[config.mk]
export PLATFORM = sky130hd
export DESIGN_NAME = sio_err_flags
export DESIGN_NICKNAME = d
export VERILOG_FILES = /design/src/rtl/sio_err_pkg.sv /design/src/rtl/sio_rx_overrun.sv /design/src/rtl/sio_tx_underrun.sv /design/src/rtl/sio_sticky_flag.sv /design/src/rtl/sio_err_flags.sv
export SDC_FILE = /design/constraint.sdc
export NUM_CORES = 1
export LEC_CHECK = 0
export BUFFER_PORTS_ARGS = -buffer_cell sky130_fd_sc_hd__buf_2
export CAP_MARGIN = 20
export CELL_PAD_IN_SITES_DETAIL_PLACEMENT = 1
export CELL_PAD_IN_SITES_GLOBAL_PLACEMENT = 1
export CORE_MARGIN = 5
export CORE_UTILIZATION = 27
export CTS_CLUSTER_SIZE = 25
export DETAILED_ROUTE_END_ITERATION = 7
export HOLD_SLACK_MARGIN = 0.05
export PLACE_DENSITY_LB_ADDON = 0.1
export SKIP_LAST_GASP = 1
export SYNTH_ARGS = -nofsm -noshare
export SYNTH_HDL_FRONTEND = slang
export SYNTH_HIERARCHICAL = 1
export SYNTH_SLANG_ARGS = --single-unit
[constraint.sdc]
create_clock -name clk -period 2.2 [get_ports clk]
set_input_delay 0.22 -clock clk [delete_from_list [all_inputs] [get_ports clk]]
set_output_delay 0.22 -clock clk [all_outputs]
set_load 0.1 [all_outputs]
[src/rtl/sio_err_pkg.sv]
package sio_err_pkg;

  localparam int unsigned FLAG_OVR  = 0;
  localparam int unsigned FLAG_PERR = 1;
  localparam int unsigned NUM_FLAGS = 2;

  typedef struct packed {
    logic sync_mode;
    logic clk_out;
    logic dbuf_en;
    logic rx_fifo_en;
    logic tx_fifo_en;
  } sio_cfg_t;

  // Error detection is suppressed when this side drives the synchronous clock.
  function automatic logic errors_allowed(sio_cfg_t c);
    return !(c.sync_mode && c.clk_out);
  endfunction

  function automatic logic underrun_allowed(sio_cfg_t c);
    return c.sync_mode && !c.clk_out && c.dbuf_en;
  endfunction

endpackage

[src/rtl/sio_rx_overrun.sv]
module sio_rx_overrun
  import sio_err_pkg::*;
#(
  parameter int unsigned FIFO_DEPTH = 4,
  parameter int unsigned CNT_W      = $clog2(FIFO_DEPTH + 1)
) (
  input  logic             clk,
  input  logic             rst_n,
  input  sio_cfg_t         cfg,
  input  logic             frame_done,
  input  logic             buf_read,
  input  logic [CNT_W-1:0] fifo_count,
  input  logic [CNT_W-1:0] fifo_limit,
  output logic             ovr_set
);

  localparam logic [CNT_W-1:0] DEPTH_C = CNT_W'(FIFO_DEPTH);

  logic             held_q;
  logic [CNT_W-1:0] eff_limit;
  logic             fifo_at_limit;
  logic             buf_busy;

  always_comb begin
    if (fifo_limit == '0 || fifo_limit > DEPTH_C) eff_limit = DEPTH_C;
    else                                          eff_limit = fifo_limit;
  end

  assign fifo_at_limit = (fifo_count >= eff_limit);
  // A read in the same cycle frees the buffer before the new frame lands.
  assign buf_busy      = held_q && !buf_read;

  always_ff @(posedge clk) begin
    if (!rst_n)              held_q <= 1'b0;
    else if (cfg.rx_fifo_en) held_q <= 1'b0;
    else                     held_q <= buf_busy || frame_done;
  end

  assign ovr_set = errors_allowed(cfg) && frame_done &&
                   (cfg.rx_fifo_en ? fifo_at_limit : buf_busy);

endmodule

[src/rtl/sio_tx_underrun.sv]
module sio_tx_underrun
  import sio_err_pkg::*;
(
  input  logic     clk,
  input  logic     rst_n,
  input  sio_cfg_t cfg,
  input  logic     shift_done,
  input  logic     xfer_clk,
  input  logic     dbuf_empty,
  input  logic     fifo_empty,
  output logic     udr_set
);

  logic armed_q;
  logic enabled;
  logic starved;

  assign enabled = underrun_allowed(cfg);
  assign starved = dbuf_empty && (!cfg.tx_fifo_en || fifo_empty);

  always_ff @(posedge clk) begin
    if (!rst_n)        armed_q <= 1'b0;
    else if (!enabled) armed_q <= 1'b0;
    else               armed_q <= shift_done || (armed_q && !xfer_clk);
  end

  assign udr_set = enabled && armed_q && xfer_clk && starved;

endmodule

[src/rtl/sio_sticky_flag.sv]
module sio_sticky_flag (
  input  logic clk,
  input  logic rst_n,
  input  logic set_evt,
  input  logic rd_clr,
  input  logic force_clr,
  output logic flag_q
);

  always_ff @(posedge clk) begin
    if (!rst_n)         flag_q <= 1'b0;
    else if (force_clr) flag_q <= 1'b0;
    else if (set_evt)   flag_q <= 1'b1;
    else if (rd_clr)    flag_q <= 1'b0;
  end

endmodule

[src/rtl/sio_err_flags.sv]
module sio_err_flags
  import sio_err_pkg::*;
#(
  parameter int unsigned FIFO_DEPTH = 4,
  parameter int unsigned CNT_W      = $clog2(FIFO_DEPTH + 1)
) (
  input  logic             clk,
  input  logic             rst_n,
  input  logic             sync_mode,
  input  logic             clk_out_mode,
  input  logic             tx_dbuf_en,
  input  logic             rx_fifo_en,
  input  logic             tx_fifo_en,
  input  logic [CNT_W-1:0] rx_fifo_limit,
  input  logic [CNT_W-1:0] rx_fifo_count,
  input  logic             rx_frame_done,
  input  logic             rx_buf_read,
  input  logic             parity_err,
  input  logic             tx_shift_done,
  input  logic             tx_xfer_clk,
  input  logic             tx_dbuf_empty,
  input  logic             tx_fifo_empty,
  input  logic             status_rd,
  output logic             overrun_flag,
  output logic             perr_flag
);

  sio_cfg_t             cfg;
  logic                 ovr_evt;
  logic                 udr_evt;
  logic                 par_evt;
  logic                 quiet;
  logic [NUM_FLAGS-1:0] set_vec;
  logic [NUM_FLAGS-1:0] flag_vec;

  assign cfg = '{sync_mode:  sync_mode,
                 clk_out:    clk_out_mode,
                 dbuf_en:    tx_dbuf_en,
                 rx_fifo_en: rx_fifo_en,
                 tx_fifo_en: tx_fifo_en};

  sio_rx_overrun #(.FIFO_DEPTH(FIFO_DEPTH), .CNT_W(CNT_W)) u_rx (
    .clk        (clk),
    .rst_n      (rst_n),
    .cfg        (cfg),
    .frame_done (rx_frame_done),
    .buf_read   (rx_buf_read),
    .fifo_count (rx_fifo_count),
    .fifo_limit (rx_fifo_limit),
    .ovr_set    (ovr_evt)
  );

  sio_tx_underrun u_tx (
    .clk        (clk),
    .rst_n      (rst_n),
    .cfg        (cfg),
    .shift_done (tx_shift_done),
    .xfer_clk   (tx_xfer_clk),
    .dbuf_empty (tx_dbuf_empty),
    .fifo_empty (tx_fifo_empty),
    .udr_set    (udr_evt)
  );

  assign par_evt = !sync_mode && parity_err;
  assign quiet   = !errors_allowed(cfg);

  assign set_vec[FLAG_OVR]  = ovr_evt;
  assign set_vec[FLAG_PERR] = udr_evt || par_evt;

  for (genvar g = 0; g < NUM_FLAGS; g++) begin : g_flag
    sio_sticky_flag u_flag (
      .clk       (clk),
      .rst_n     (rst_n),
      .set_evt   (set_vec[g]),
      .rd_clr    (status_rd),
      .force_clr (quiet),
      .flag_q    (flag_vec[g])
    );
  end

  assign overrun_flag = flag_vec[FLAG_OVR];
  assign perr_flag    = flag_vec[FLAG_PERR];

endmodule

==> impl_metrics.sql, run 1 <==
INSERT INTO impl_metrics (metric_group, metric, value, unit) VALUES
('status', 'run_status', 'completed', ''),
('clock_network', 'ctsRootBufferMaster', 'sky130_fd_sc_hd__clkbuf_4', ''),
('floorplanning', 'die_width', '46.85', 'um'),
('routing', 'dr.first_iter.drc_count', '3', ''),
('global_routing', 'wire_length_of_the_first_global_routing_pass', '1.538', 'mm'),
('floorplanning', 'core_area', '1285', 'sq um'),
('routing', 'detailroute.wirelength.met2', '449', 'um'),
('yosys', 'synth_area_leaders', 'sky130_fd_sc_hd__dfxtp_1 22%, sky130_fd_sc_hd__ha_1 14%, sky130_fd_sc_hd__inv_1 9.2%', ''),
('yosys', 'synth_sequential_area_ratio', '0.2184', ''),
('routing', 'detail_route.drc_violations', '0', ''),
('setup_path', 'critical_path_cell_list', 'buf_2 -> or2_2 -> ha_1 -> nor2b_1 -> ha_1 -> o211ai_1 -> a21oi_2 -> o211a_1', ''),
('setup_path', 'timing.setup.critical_path_class', 'primary input to flip-flop', ''),
('sta', 'rsz0062_at_grt', 'no', ''),
('setup_path', 'worst_ep_arrival_time', '1.75', 'ns'),
('global_routing', 'grt_antenna_before_repair', '0', ''),
('global_routing', 'globalRoute.totalOverflow', '0', ''),
('sta', 'timing.final.crit_period', '1.624', 'ns'),
('floorplanning', 'floorplan.io_pins', '23', ''),
('sta', 'relSlewSlack', '0.6770', ''),
('yosys', 'ys_types', '19', ''),
('sta', 'tightestPinTransition', '0.4878', 'ns'),
('clock_network', 'clk_path_buf_depth', '2', ''),
('routing', 'drt_pass1_iterations', '2', ''),
('setup_path', 'critical_path.n_buffers_inverters', '1', ''),
('yosys', 'synth.net_count', '64', ''),
('power_and_ir_drop', 'report.power.total', '0.0002395', 'W'),
('setup_path', 'rrSetupSlack', '1.25', 'ns'),
('finish', 'insertedDiodeCount', '0', ''),
('yosys', 'syn_area_per_cell', '9.400', 'sq um'),
('power_and_ir_drop', 'powerDensity', '462.4', 'nW/um^2'),
('clock_network', 'postCtsHoldBufs', '0', ''),
('run', 'max_cap_violations', '0', ''),
('routing', 'routed_wl', '911', 'um'),
('global_routing', 'first_global_vias', '375', ''),
('setup_path', 'cp.required', '2.32', 'ns'),
('sta', 'fin_crit_sh', '0.7382', ''),
('setup_path', 'cp-end-kind', 'flip-flop', ''),
('placement', 'numPortBuffers', '22', ''),
('yosys', 'total_number_of_yosys_warnings', '6', ''),
('setup_path', 'cpLargestDelayFamily', 'adder cells', ''),
('routing', 'routedLengthMet1', '359', 'um'),
('yosys', 'netlist.top_cell.by_area', 'sky130_fd_sc_hd__dfxtp_1', ''),
('setup_path', 'start_kind', 'primary input', ''),
('routing', 'top_layer', 'met4', ''),
('routing', 'route.met3.wl', '90', 'um'),
('floorplanning', 'die-area', '2195', 'sq um'),
('finish', 'drive_above_1_share', '0.5469', ''),
('yosys', 'synth.top_cell.area_share', '0.2184', ''),
('global_routing', 'pin_count_of_the_biggest_net_entering_global_routing', '5', ''),
('worst_hold_path', 'min-delay-path-class', 'primary input to flip-flop', ''),
('finish', 'finalNetCount', '91', ''),
('setup_path', 'crit_path_frequent_cell', 'sky130_fd_sc_hd__ha_1', ''),
('routing', 'avgViaCountPerCell', '4.468', ''),
('yosys', 'synth.ff_latch_count', '4', ''),
('floorplanning', 'initial_cell_density_of_the_core', '0.2853', ''),
('setup_path', 'worst_path_largest_cell_delay', '0.28', 'ns'),
('clock_network', 'cts-htree-levels', '1', ''),
('clock_network', 'clock_tree_from_tritoncts', 'built', ''),
('sta', 'final_worst_clock_skew', '0.00004452', 'ns'),
('clock_network', 'post_cts.resized_instances', '0', ''),
('clock_network', 'cts.sinks', '4', ''),
('clock_network', 'post_cts_buffers', '0', ''),
('sta', 'finalSetupViolations', '0', ''),
('placement', 'gp_congestion', '0.6396', ''),
('sta', 'hold_viol', '0', ''),
('clock_network', 'cts_buffers', '3', ''),
('yosys', 'post_synth_inst_count', '39', ''),
('clock_network', 'clock_insertion_delay_worst_skew', '0.24', 'ns'),
('finish', 'area_growth_syn_to_layout', '41.30', '%'),
('yosys', 'synthesis.area', '366.6', 'sq um'),
('power_and_ir_drop', 'peakVddDrop', '209.1', 'uV');
[through the flow]
step / cell area, sq um / instances / hold WS [ns] / setup WS [ns]
floorplan: 366.6 / 39 / 0.3442 / 0.5018
global placement: 495.5 / 76 / 0.4790 / 0.3400
detailed placement: 495.5 / 76 / 0.4816 / 0.3194
CTS: 518.0 / 79 / 0.2264 / 0.5682
global route: 518.0 / 79 / 0.2400 / 0.5577
finish: 518.0 / 79 / 0.2300 / 0.5760
[cell families (layout without fill, tap and decap cells)]
group | Yosys count | in the layout | synth area share
simple gates | 13 | 13 | 0.3037
compound gates | 9 | 9 | 0.2492
buf+inv | 9 | 34 | 0.09214
fa+ha+maj | 4 | 4 | 0.1365
flops | 4 | 4 | 0.2184
[path summary, 6_finish.rpt]
kind,depth (start not counted),end,from
worst min-delay path,3,u_tx/armed_q,tx_shift_done
worst max-delay path,8,g_flag[0].u_flag/flag_q,rx_fifo_limit[0]
worst max register to register,4,g_flag[0].u_flag/flag_q,u_rx/held_q
worst min register to register,2,u_tx/armed_q,u_tx/armed_q
[synth_stat cells]
| cell | count |
|---|---|
| sky130_fd_sc_hd__and2_2 | 1 |
| sky130_fd_sc_hd__o211a_1 | 3 |
| sky130_fd_sc_hd__nor3_2 | 1 |
| sky130_fd_sc_hd__or2_2 | 1 |
| sky130_fd_sc_hd__a21o_1 | 1 |
| sky130_fd_sc_hd__nand3b_4 | 1 |
| sky130_fd_sc_hd__a211oi_2 | 2 |
| sky130_fd_sc_hd__nor2b_1 | 4 |
| sky130_fd_sc_hd__dfxtp_1 | 4 |
| sky130_fd_sc_hd__nand2b_4 | 1 |
| sky130_fd_sc_hd__o211ai_2 | 1 |
| sky130_fd_sc_hd__nand3_1 | 1 |
| sky130_fd_sc_hd__nand2_1 | 1 |
| sky130_fd_sc_hd__inv_1 | 9 |
| sky130_fd_sc_hd__nor2b_4 | 1 |
| sky130_fd_sc_hd__ha_1 | 4 |
| sky130_fd_sc_hd__a21oi_2 | 1 |
| sky130_fd_sc_hd__nand2b_1 | 1 |
| sky130_fd_sc_hd__o211ai_1 | 1 |
[cell type report]
type                            instances  area, sq um  area share
Multi-Input combinational cell         26        252.7      0.4879
Timing Repair Buffer                   22        110.1      0.2126
Sequential cell                         4        80.08      0.1546
Inverter                                9        33.78     0.06522
Clock buffer                            3        22.52     0.04348
Tap cell                               15        18.77     0.03623
[state kept, by name, indices dropped and copies added (netlist names)]
register and flops:
g_flag.u_flag/flag_q 2, u_tx/armed_q 1, u_rx/held_q 1
[layer usage]
| layer | GRT usage | up-vias |
|---|---|---|
| li1 | - | 182 |
| met2 | 0.1599 | 14 |
| met3 | 0.06130 | 2 |
| met5 | 0 | - |
| met1 | 0.1116 | 155 |
| met4 | 0.06630 | 0 |
[cell usage in the layout (no fill, tap or decap)]
cell type / instances
sky130_fd_sc_hd__nand3_1: 1
sky130_fd_sc_hd__clkbuf_4: 3
sky130_fd_sc_hd__dfxtp_1: 4
sky130_fd_sc_hd__nor3_2: 1
sky130_fd_sc_hd__o211a_1: 3
sky130_fd_sc_hd__nand2b_1: 1
sky130_fd_sc_hd__buf_2: 22
sky130_fd_sc_hd__nor2b_4: 1
sky130_fd_sc_hd__a21oi_2: 1
sky130_fd_sc_hd__inv_1: 9
sky130_fd_sc_hd__ha_1: 4
sky130_fd_sc_hd__a211oi_2: 2
sky130_fd_sc_hd__o211ai_1: 1
sky130_fd_sc_hd__nor2b_1: 4
sky130_fd_sc_hd__nand3b_4: 1
sky130_fd_sc_hd__o211ai_2: 1
sky130_fd_sc_hd__nand2b_4: 1
sky130_fd_sc_hd__nand2_1: 1
sky130_fd_sc_hd__and2_2: 1
sky130_fd_sc_hd__a21o_1: 1
sky130_fd_sc_hd__or2_2: 1
[where the power goes]
group / switching, W / total, W / internal [W]
clock: 0.0000305 / 0.0000916 / 0.0000610
combinational: 0.0000381 / 0.0000711 / 0.0000330
sequential: 0.00000111 / 0.0000768 / 0.0000757
[worst register-to-register path, cell delays in order, from the launching register on]
cell                       delay, ns
sky130_fd_sc_hd__dfxtp_1        0.29
sky130_fd_sc_hd__nor2b_4        0.12
sky130_fd_sc_hd__o211ai_2       0.17
sky130_fd_sc_hd__a21oi_2        0.05
sky130_fd_sc_hd__o211a_1        0.22
No activity file was read; power rests on OpenSTA's default activity.
==> run 2, diff against run 1 <==
--- a/config.mk
+++ b/config.mk
@@ -5,12 +5,13 @@
 export SDC_FILE = /design/constraint.sdc
 export NUM_CORES = 1
 export LEC_CHECK = 0
+export ABC_AREA = 1
 export BUFFER_PORTS_ARGS = -buffer_cell sky130_fd_sc_hd__buf_2
 export CAP_MARGIN = 20
 export CELL_PAD_IN_SITES_DETAIL_PLACEMENT = 1
 export CELL_PAD_IN_SITES_GLOBAL_PLACEMENT = 1
 export CORE_MARGIN = 5
-export CORE_UTILIZATION = 27
+export CORE_UTILIZATION = 22
 export CTS_CLUSTER_SIZE = 25
 export DETAILED_ROUTE_END_ITERATION = 7
 export HOLD_SLACK_MARGIN = 0.05
==> constraint.sdc (replaced) <==
create_clock -name clk -period 1.3 [get_ports clk]
set_input_delay 0.13 -clock clk [delete_from_list [all_inputs] [get_ports clk]]
set_output_delay 0.13 -clock clk [all_outputs]
set_load 0.1 [all_outputs]
==> run 2 against run 1 <==
Count of clock-buffer cells in the layout unchanged. First-iteration DRC count down 33%. Final cell count up 32%. Routed wire length is 7.1% higher. Core utilization down 2.3 points. Clock power is 82% higher. Critical endpoint unchanged.
==> impl_metrics.sql, run 2 <==
INSERT INTO impl_metrics (metric_group, metric, value, unit) VALUES
('yosys', 'synth.net_count', '88', ''),
('placement', 'dp.final_hpwl', '852.4', 'um'),
('setup_path', 'worst_ep_arrival_time', '1.44', 'ns'),
('yosys', 'post_synth_xor_area_fraction', '0', ''),
('floorplanning', 'core_area', '1559', 'sq um'),
('clock_network', 'clk_path_buf_depth', '2', ''),
('finish', 'postLayoutCoreUtil', '0.3804', ''),
('finish', 'insertedDiodeCount', '0', ''),
('yosys', 'synth.ff_latch_count', '4', ''),
('power_and_ir_drop', 'share_of_power_burned_in_registers', '0.289', ''),
('power_and_ir_drop', 'report.power.total', '0.0004483', 'W'),
('yosys', 'total_number_of_yosys_warnings', '6', ''),
('sta', 'relSlewSlack', '0.6786', ''),
('routing', 'detailroute.via_count', '422', ''),
('worst_hold_path', 'min_delay_path_depth', '4', ''),
('sta', 'finalSetupViolations', '0', ''),
('floorplanning', 'floorplan.io_pins', '23', ''),
('power_and_ir_drop', 'total_switching_power', '0.0001494', 'W'),
('finish', 'reg.largest.list', 'g_flag.u_flag/flag_q: 2 flops, u_rx/held_q: 1 flops, u_tx/armed_q: 1 flops', ''),
('yosys', 'ys_types', '12', ''),
('clock_network', 'clock_insertion_delay_worst_skew', '0.24', 'ns'),
('global_routing', 'first_global_vias', '431', ''),
('finish', 'finalNetCount', '115', ''),
('setup_path', 'start_kind', 'primary input', ''),
('yosys', 'post_synth_most_frequent_cells', '19 x sky130_fd_sc_hd__inv_1, 18 x sky130_fd_sc_hd__nand2_1, 5 x sky130_fd_sc_hd__nor2_1', ''),
('routing', 'avgViaCountPerCell', '4.058', ''),
('power_and_ir_drop', 'netSwitchingFraction', '0.3334', ''),
('routing', 'antenna_left', '0', ''),
('sta', 'fin_crit_sh', '0.9733', ''),
('finish', 'drive_above_1_share', '0.4545', ''),
('floorplanning', 'die_height', '51.03', 'um'),
('sta', 'tightestPinTransition', '0.4854', 'ns'),
('setup_path', 'critical_path.n_buffers_inverters', '3', ''),
('finish', 'post-route-cell-area', '593.1', 'sq um'),
('setup_path', 'path_depth', '12', ''),
('global_routing', 'met1_usage', '0.1193', ''),
('yosys', 'synthesis.area', '370.4', 'sq um'),
('setup_path', 'r2r.worst_path.cells', '8', ''),
('power_and_ir_drop', 'peakVddDrop', '406.4', 'uV'),
('yosys', 'number_of_enable_type_register_cells_in_the_synthesized_netlist', '0', ''),
('placement', 'gp_congestion', '0.6631', ''),
('clock_network', 'cts_buffers', '3', ''),
('routing', 'routedWlPerCell', '9.385', 'um'),
('placement', 'numPortBuffers', '22', ''),
('yosys', 'synth_compound_gate_area_share', '0.1216', ''),
('clock_network', 'cts.sinks', '4', ''),
('yosys', 'post_synth_inst_count', '63', ''),
('floorplanning', 'die-area', '2604', 'sq um'),
('setup_path', 'critical_path_cell_list', 'buf_6 -> inv_12 -> nand2_4 -> ha_4 -> or2_4 -> ha_4 -> nand2_2 -> a21oi_2 -> nor2_1 -> nor2_1 -> inv_1 -> a21oi_2', ''),
('placement', 'post_dp_cell_area', '558.0', 'sq um'),
('yosys', 'synth_area_leaders', 'sky130_fd_sc_hd__dfxtp_1 22%, sky130_fd_sc_hd__inv_1 19%, sky130_fd_sc_hd__nand2_1 18%', ''),
('finish', 'flip_flop_count_of_the_largest_register_after_layout', '2', ''),
('global_routing', 'global_route_usage_over_all_layers', '0.09085', ''),
('yosys', 'yosysMostFrequentCell', 'sky130_fd_sc_hd__inv_1', ''),
('power_and_ir_drop', 'cellLeakagePower', '0.3420', 'nW'),
('routing', 'drt_pass1_iterations', '4', ''),
('global_routing', 'globalRoute.totalOverflow', '0', ''),
('sta', 'hold_viol', '0', ''),
('setup_path', 'timing.setup.critical_path_class', 'primary input to flip-flop', ''),
('yosys', 'netlist.top_cell.by_area', 'sky130_fd_sc_hd__dfxtp_1', ''),
('routing', 'dr.first_iter.drc_count', '2', ''),
('clock_network', 'cts-htree-levels', '1', ''),
('clock_network', 'cts.reportedPaths.clkPinSlew', '0.04', 'ns'),
('run', 'max_cap_violations', '0', ''),
('floorplanning', 'initial_cell_density_of_the_core', '0.2376', ''),
('finish', 'layout.cells.non_filler', '104', ''),
('setup_path', 'cp.required', '1.48', 'ns'),
('sta', 'timing.final.max_slew_violations', '0', ''),
('yosys', 'synthArstFlopShare', '0', ''),
('sta', 'final_worst_clock_skew', '0.0004654', 'ns'),
('yosys', 'syn_area_per_cell', '5.879', 'sq um'),
('yosys', 'dominant_combinational_cell_family_by_area_after_synthesis', 'simple AND/OR/NAND/NOR gates', ''),
('finish', 'layout.cells.most_common_list', '20 x sky130_fd_sc_hd__buf_2, 17 x sky130_fd_sc_hd__inv_1, 16 x sky130_fd_sc_hd__nand2_1, 5 x sky130_fd_sc_hd__nor2_1', ''),
('power_and_ir_drop', 'pwr-share-clk', '0.373', ''),
('status', 'run_status', 'completed', ''),
('global_routing', 'busiest_grt_layer', 'met1', ''),
('finish', 'area_growth_syn_to_layout', '60.14', '%'),
('sta', 'rsz0062_at_grt', 'yes', ''),
('clock_network', 'ctsRootBufferMaster', 'sky130_fd_sc_hd__clkbuf_4', ''),
('setup_path', 'worst_path_largest_cell_delay', '0.26', 'ns'),
('finish', 'registers.top_by_ff_count', 'g_flag.u_flag/flag_q', ''),
('setup_path', 'cp_slowest_cell', 'sky130_fd_sc_hd__ha_4', ''),
('placement', 'dp.cells', '101', ''),
('yosys', 'synthSimpleGateAreaFrac', '0.3142', ''),
('routing', 'detail_route.drc_violations', '0', ''),
('floorplanning', 'rows', '14', ''),
('yosys', 'synth.top_cell.area_share', '0.2162', ''),
('global_routing', 'grt_antenna_before_repair', '0', ''),
('finish', 'layout.cells.most_common', 'sky130_fd_sc_hd__buf_2', ''),
('clock_network', 'clock_tree_from_tritoncts', 'built', ''),
('clock_network', 'post_cts_buffers', '0', ''),
('power_and_ir_drop', 'power_frac_comb', '0.338', ''),
('global_routing', 'wire_length_of_the_first_global_routing_pass', '1.676', 'mm'),
('power_and_ir_drop', 'powerDensity', '755.9', 'nW/um^2'),
('yosys', 'muxShareOfSynthArea', '0', ''),
('setup_path', 'cp-end-kind', 'flip-flop', ''),
('sta', 'timing.final.crit_period', '1.265', 'ns'),
('sta', 'max_clock_freq', '790.4', 'MHz'),
('floorplanning', 'die_width', '51.03', 'um'),
('global_routing', 'grtUsageMet3', '0.03488', ''),
('setup_path', 'cpLargestDelayFamily', 'adder cells', ''),
('power_and_ir_drop', 'power.internal', '0.0002988', 'W'),
('yosys', 'synthAdderAreaFrac', '0.1351', ''),
('worst_hold_path', 'min-delay-path-class', 'primary input to flip-flop', ''),
('setup_path', 'critPathMaxFanout', '2', ''),
('routing', 'routed_wl', '976', 'um'),
('yosys', 'synth_sequential_area_ratio', '0.2162', ''),
('global_routing', 'pin_count_of_the_biggest_net_entering_global_routing', '6', ''),
('global_routing', 'grtUsageMet2', '0.1180', ''),
('yosys', 'yosys_most_used_dff', 'sky130_fd_sc_hd__dfxtp_1', '');
==> run 2: kinds of logic after synthesis <==
family                   Yosys count
AND/OR/NAND/NOR                   28
AO/OA/AOI/OAI                      6
buffers and inverters             21
flip-flops                         4
adder cells (fa/ha/maj)            4
==> run 2: path summary, 6_finish.rpt <==
kind / endpoint / start / slack (ns)
setup reg to reg: g_flag[1].u_flag/flag_q / u_tx/armed_q / 0.36
hold / removal: u_rx/held_q / rx_fifo_en / 0.14
hold reg to reg: g_flag[1].u_flag/flag_q / g_flag[1].u_flag/flag_q / 0.46
setup / recovery: g_flag[0].u_flag/flag_q / rx_fifo_limit[0] / 0.03
==> run 2: routing by layer <==
layer	vias to the layer above	part of all wire
met1	172	0.49
met5	-	0
met3	4	0.072
met2	13	0.42
met4	0	0.026
li1	233	-
==> run 2: cell type report <==
class,count,area (sq um)
Sequential cell,4,80.08
Inverter,21,98.84
Fill cell,212,965.9
Timing Repair Buffer,22,122.6
Clock buffer,3,22.52
Multi-Input combinational cell,38,249.0
Tap cell,16,20.02
==> run 2: repair_timing <==
action	4_1_cts	5_1_grt
pin swaps	6	4
hold buffers	0	0
resized for setup	4	0
endpoints found under the setup margin	1	1
==> run 2: per-stage QoR <==
step           worst slack [ns]  setup TNS, ns  hold WS, ns
6_report                0.03474              0       0.1441
5_1_grt                -0.02961       -0.02961       0.1506
4_1_cts                0.001930              0       0.1344
3_5_place_dp            -0.3030        -0.3030       0.3890
3_3_place_gp            -0.3038        -0.3038       0.3547
2_1_floorplan          -0.06953       -0.06953       0.2526
==> run 2: worst reg2reg max path: cells and delay by family (launching register included) <==
| family | cells | cell delay, ns |
|---|---|---|
| compound gates | 1 | 0.12 |
| buf+inv | 2 | 0.08 |
| flops | 1 | 0.33 |
| simple gates | 5 | 0.33 |
==> run 2: power by group through the flow <==
stage	registers (W)	logic (W)	clock network (W)
3_5_place_dp	0.000132	0.000149	0
5_1_grt	0.000130	0.000171	0.000191
6_report	0.000130	0.000151	0.000167
2_1_floorplan	0.000152	0.0000745	0
4_1_cts	0.000130	0.000154	0.000176
3_3_place_gp	0.000132	0.000146	0
==> run 3, diff against run 2 <==
--- a/config.mk
+++ b/config.mk
@@ -11,12 +11,12 @@
 export CELL_PAD_IN_SITES_DETAIL_PLACEMENT = 1
 export CELL_PAD_IN_SITES_GLOBAL_PLACEMENT = 1
 export CORE_MARGIN = 5
-export CORE_UTILIZATION = 22
+export CORE_UTILIZATION = 24
+export CTS_BUF_LIST = sky130_fd_sc_hd__clkbuf_8
 export CTS_CLUSTER_SIZE = 25
 export DETAILED_ROUTE_END_ITERATION = 7
 export HOLD_SLACK_MARGIN = 0.05
 export PLACE_DENSITY_LB_ADDON = 0.1
-export SKIP_LAST_GASP = 1
 export SYNTH_ARGS = -nofsm -noshare
 export SYNTH_HDL_FRONTEND = slang
 export SYNTH_HIERARCHICAL = 1
==> run 3 against run 2 <==
Clock skew up 0.0031 ns. Die area down 6.7%. Worst setup slack worse by 0.0025 ns. Largest power group unchanged. Highest routed layer is now met3.
==> impl_metrics.sql, run 3 (same netlist as run 2, synthesis figures left out) <==
INSERT INTO impl_metrics (metric_group, metric, value, unit) VALUES
('status', 'run_status', 'completed', ''),
('setup_path', 'worst_ep_arrival_time', '1.42', 'ns'),
('sta', 'timing.final.max_slew_violations', '0', ''),
('sta', 'final_worst_clock_skew', '0.003611', 'ns'),
('routing', 'antenna_left', '0', ''),
('floorplanning', 'rows', '14', ''),
('clock_network', 'cts.sinks', '4', ''),
('clock_network', 'clock_tree_from_tritoncts', 'built', ''),
('global_routing', 'wire_length_of_the_first_global_routing_pass', '1.821', 'mm'),
('global_routing', 'globalRoute.totalOverflow', '0', ''),
('floorplanning', 'die-area', '2429', 'sq um'),
('sta', 'final.setup.worst_slack', '0.03223', 'ns'),
('global_routing', 'pin_count_of_the_biggest_net_entering_global_routing', '6', ''),
('worst_hold_path', 'min-delay-path-class', 'primary input to flip-flop', ''),
('finish', 'insertedDiodeCount', '0', ''),
('floorplanning', 'floorplan.io_pins', '23', ''),
('setup_path', 'critPathMaxFanout', '2', ''),
('placement', 'numPortBuffers', '22', ''),
('setup_path', 'cp-end-kind', 'flip-flop', ''),
('floorplanning', 'die_width', '49.28', 'um'),
('power_and_ir_drop', 'report.power.total', '0.0005513', 'W'),
('routing', 'detailroute.via_count', '442', ''),
('setup_path', 'start_kind', 'primary input', ''),
('finish', 'layout.cells.most_common', 'sky130_fd_sc_hd__buf_2', ''),
('clock_network', 'clk_path_buf_depth', '2', ''),
('setup_path', 'timing.setup.critical_path_class', 'primary input to flip-flop', ''),
('sta', 'rsz0062_at_grt', 'yes', ''),
('sta', 'timing.final.crit_period', '1.268', 'ns'),
('routing', 'routed_wl', '964', 'um'),
('finish', 'layout.cells.most_common_list', '20 x sky130_fd_sc_hd__buf_2, 17 x sky130_fd_sc_hd__inv_1, 16 x sky130_fd_sc_hd__nand2_1, 5 x sky130_fd_sc_hd__nor2_1', ''),
('setup_path', 'rrSetupSlack', '0.37', 'ns'),
('sta', 'hold_viol', '0', ''),
('routing', 'routedWlPerCell', '9.181', 'um'),
('power_and_ir_drop', 'cellLeakagePower', '0.3582', 'nW'),
('power_and_ir_drop', 'peakVddDrop', '297.0', 'uV'),
('finish', 'reg.largest.list', 'g_flag.u_flag/flag_q: 2 flops, u_rx/held_q: 1 flops, u_tx/armed_q: 1 flops', ''),
('routing', 'avgViaCountPerCell', '4.210', ''),
('clock_network', 'cts_buffers', '3', ''),
('placement', 'gp_congestion', '0.6300', ''),
('placement', 'dpl_worst_slack', '-0.2932', 'ns'),
('sta', 'max_clock_freq', '788.8', 'MHz'),
('floorplanning', 'die_height', '49.28', 'um'),
('setup_path', 'cp.required', '1.45', 'ns'),
('finish', 'registers.top_by_ff_count', 'g_flag.u_flag/flag_q', ''),
('routing', 'drt_pass1_iterations', '2', ''),
('sta', 'whs', '0.1546', 'ns'),
('placement', 'dp.final_hpwl', '819.3', 'um'),
('clock_network', 'clock_insertion_delay_worst_skew', '0.22', 'ns'),
('finish', 'flip_flop_count_of_the_largest_register_after_layout', '2', ''),
('clock_network', 'post_cts_buffers', '0', ''),
('routing', 'dr.first_iter.drc_count', '2', ''),
('routing', 'detail_route.drc_violations', '0', ''),
('finish', 'drive_above_1_share', '0.4607', ''),
('finish', 'finalNetCount', '116', ''),
('sta', 'relSlewSlack', '0.6785', ''),
('finish', 'area_growth_syn_to_layout', '70.61', '%'),
('floorplanning', 'core_area', '1489', 'sq um'),
('global_routing', 'first_global_vias', '450', ''),
('finish', 'multi_input_gate_area_in_the_final_layout', '249.0', 'sq um'),
('sta', 'finalSetupViolations', '0', ''),
('floorplanning', 'initial_cell_density_of_the_core', '0.2487', ''),
('clock_network', 'cts.reportedPaths.clkPinSlew', '0.04', 'ns'),
('global_routing', 'global_route_usage_over_all_layers', '0.09527', ''),
('finish', 'final.fill_count', '203', ''),
('finish', 'regArea', '80.08', 'sq um'),
('sta', 'tightestPinTransition', '0.4856', 'ns'),
('run', 'max_cap_violations', '0', ''),
('global_routing', 'grt_antenna_before_repair', '0', ''),
('power_and_ir_drop', 'powerDensity', '872.4', 'nW/um^2'),
('clock_network', 'cts-htree-levels', '1', ''),
('sta', 'fin_crit_sh', '0.9752', ''),
('clock_network', 'ctsRootBufferMaster', 'sky130_fd_sc_hd__clkbuf_8', '');
==> run 3: changes by cell type in the layout (fill, tap and decap cells not counted) <==
cell                       previous run  this run
sky130_fd_sc_hd__buf_6                2         0
sky130_fd_sc_hd__clkbuf_8             0         3
sky130_fd_sc_hd__inv_8                1         0
sky130_fd_sc_hd__buf_4                0         1
sky130_fd_sc_hd__buf_8                0         2
sky130_fd_sc_hd__clkinv_8             0         1
sky130_fd_sc_hd__clkbuf_4             3         0
==> run 3: final timing paths <==
check                          startpoint                       to  depth (start not counted)
setup / recovery         rx_fifo_limit[0]  g_flag[0].u_flag/flag_q                         12
hold / removal              tx_shift_done             u_tx/armed_q                          3
setup reg to reg             u_tx/armed_q  g_flag[1].u_flag/flag_q                          8
hold reg to reg   g_flag[1].u_flag/flag_q  g_flag[1].u_flag/flag_q                          2
==> run 3: where the power goes <==
part	switching, W	internal (W)
logic	0.0000855	0.0000705
clock network	0.0000673	0.000198
registers	0.00000178	0.000128
==> run 3: layout make-up <==
cell class / count / area share
clock buffers: 3 / 0.06535
repair buffers: 23 / 0.2178
inverters: 21 / 0.1644
well taps: 16 / 0.03168
flip-flops and latches: 4 / 0.1267
multi-input cells: 38 / 0.3941
==> run 3: what timing repair did <==
item,in CTS,in global routing
hold buffers,0,0
setup endpoints to repair,1,1
gates resized for setup,6,1
cloned,0,0
pin swaps,7,4
hold endpoints to repair,0,0
==> run 3: per-stage QoR <==
stage               area (sq um)  setup TNS [ns]    util  std cells
finish                     631.9               0  0.4244        105
global route               631.9        -0.06542  0.4244        105
CTS                        626.9       -0.004795  0.4210        105
detailed placement         565.5         -0.2932  0.3798        102
global placement           565.5         -0.3023  0.3798        102
floorplan                  427.9        -0.06953       -         63
==> run 3: routing by layer <==
| layer | up-vias | track usage | wire length, um |
|---|---|---|---|
| li1 | 233 | - | - |
| met1 | 196 | 0.09307 | 368 |
| met5 | - | 0 | 0 |
| met2 | 13 | 0.1652 | 522 |
| met3 | 0 | 0.03976 | 72 |
| met4 | 0 | 0.05381 | 0 |
==> run 3: critical path: stages <==
cell and delay (ns):
sky130_fd_sc_hd__buf_8 0.11, sky130_fd_sc_hd__inv_12 0.04, sky130_fd_sc_hd__nand2_4 0.04, sky130_fd_sc_hd__ha_4 0.20
sky130_fd_sc_hd__or2_4 0.23, sky130_fd_sc_hd__ha_4 0.26, sky130_fd_sc_hd__nand2_2 0.04, sky130_fd_sc_hd__a21oi_2 0.09
sky130_fd_sc_hd__nor2_1 0.04, sky130_fd_sc_hd__nor2_1 0.09, sky130_fd_sc_hd__inv_1 0.05, sky130_fd_sc_hd__a21oi_2 0.09
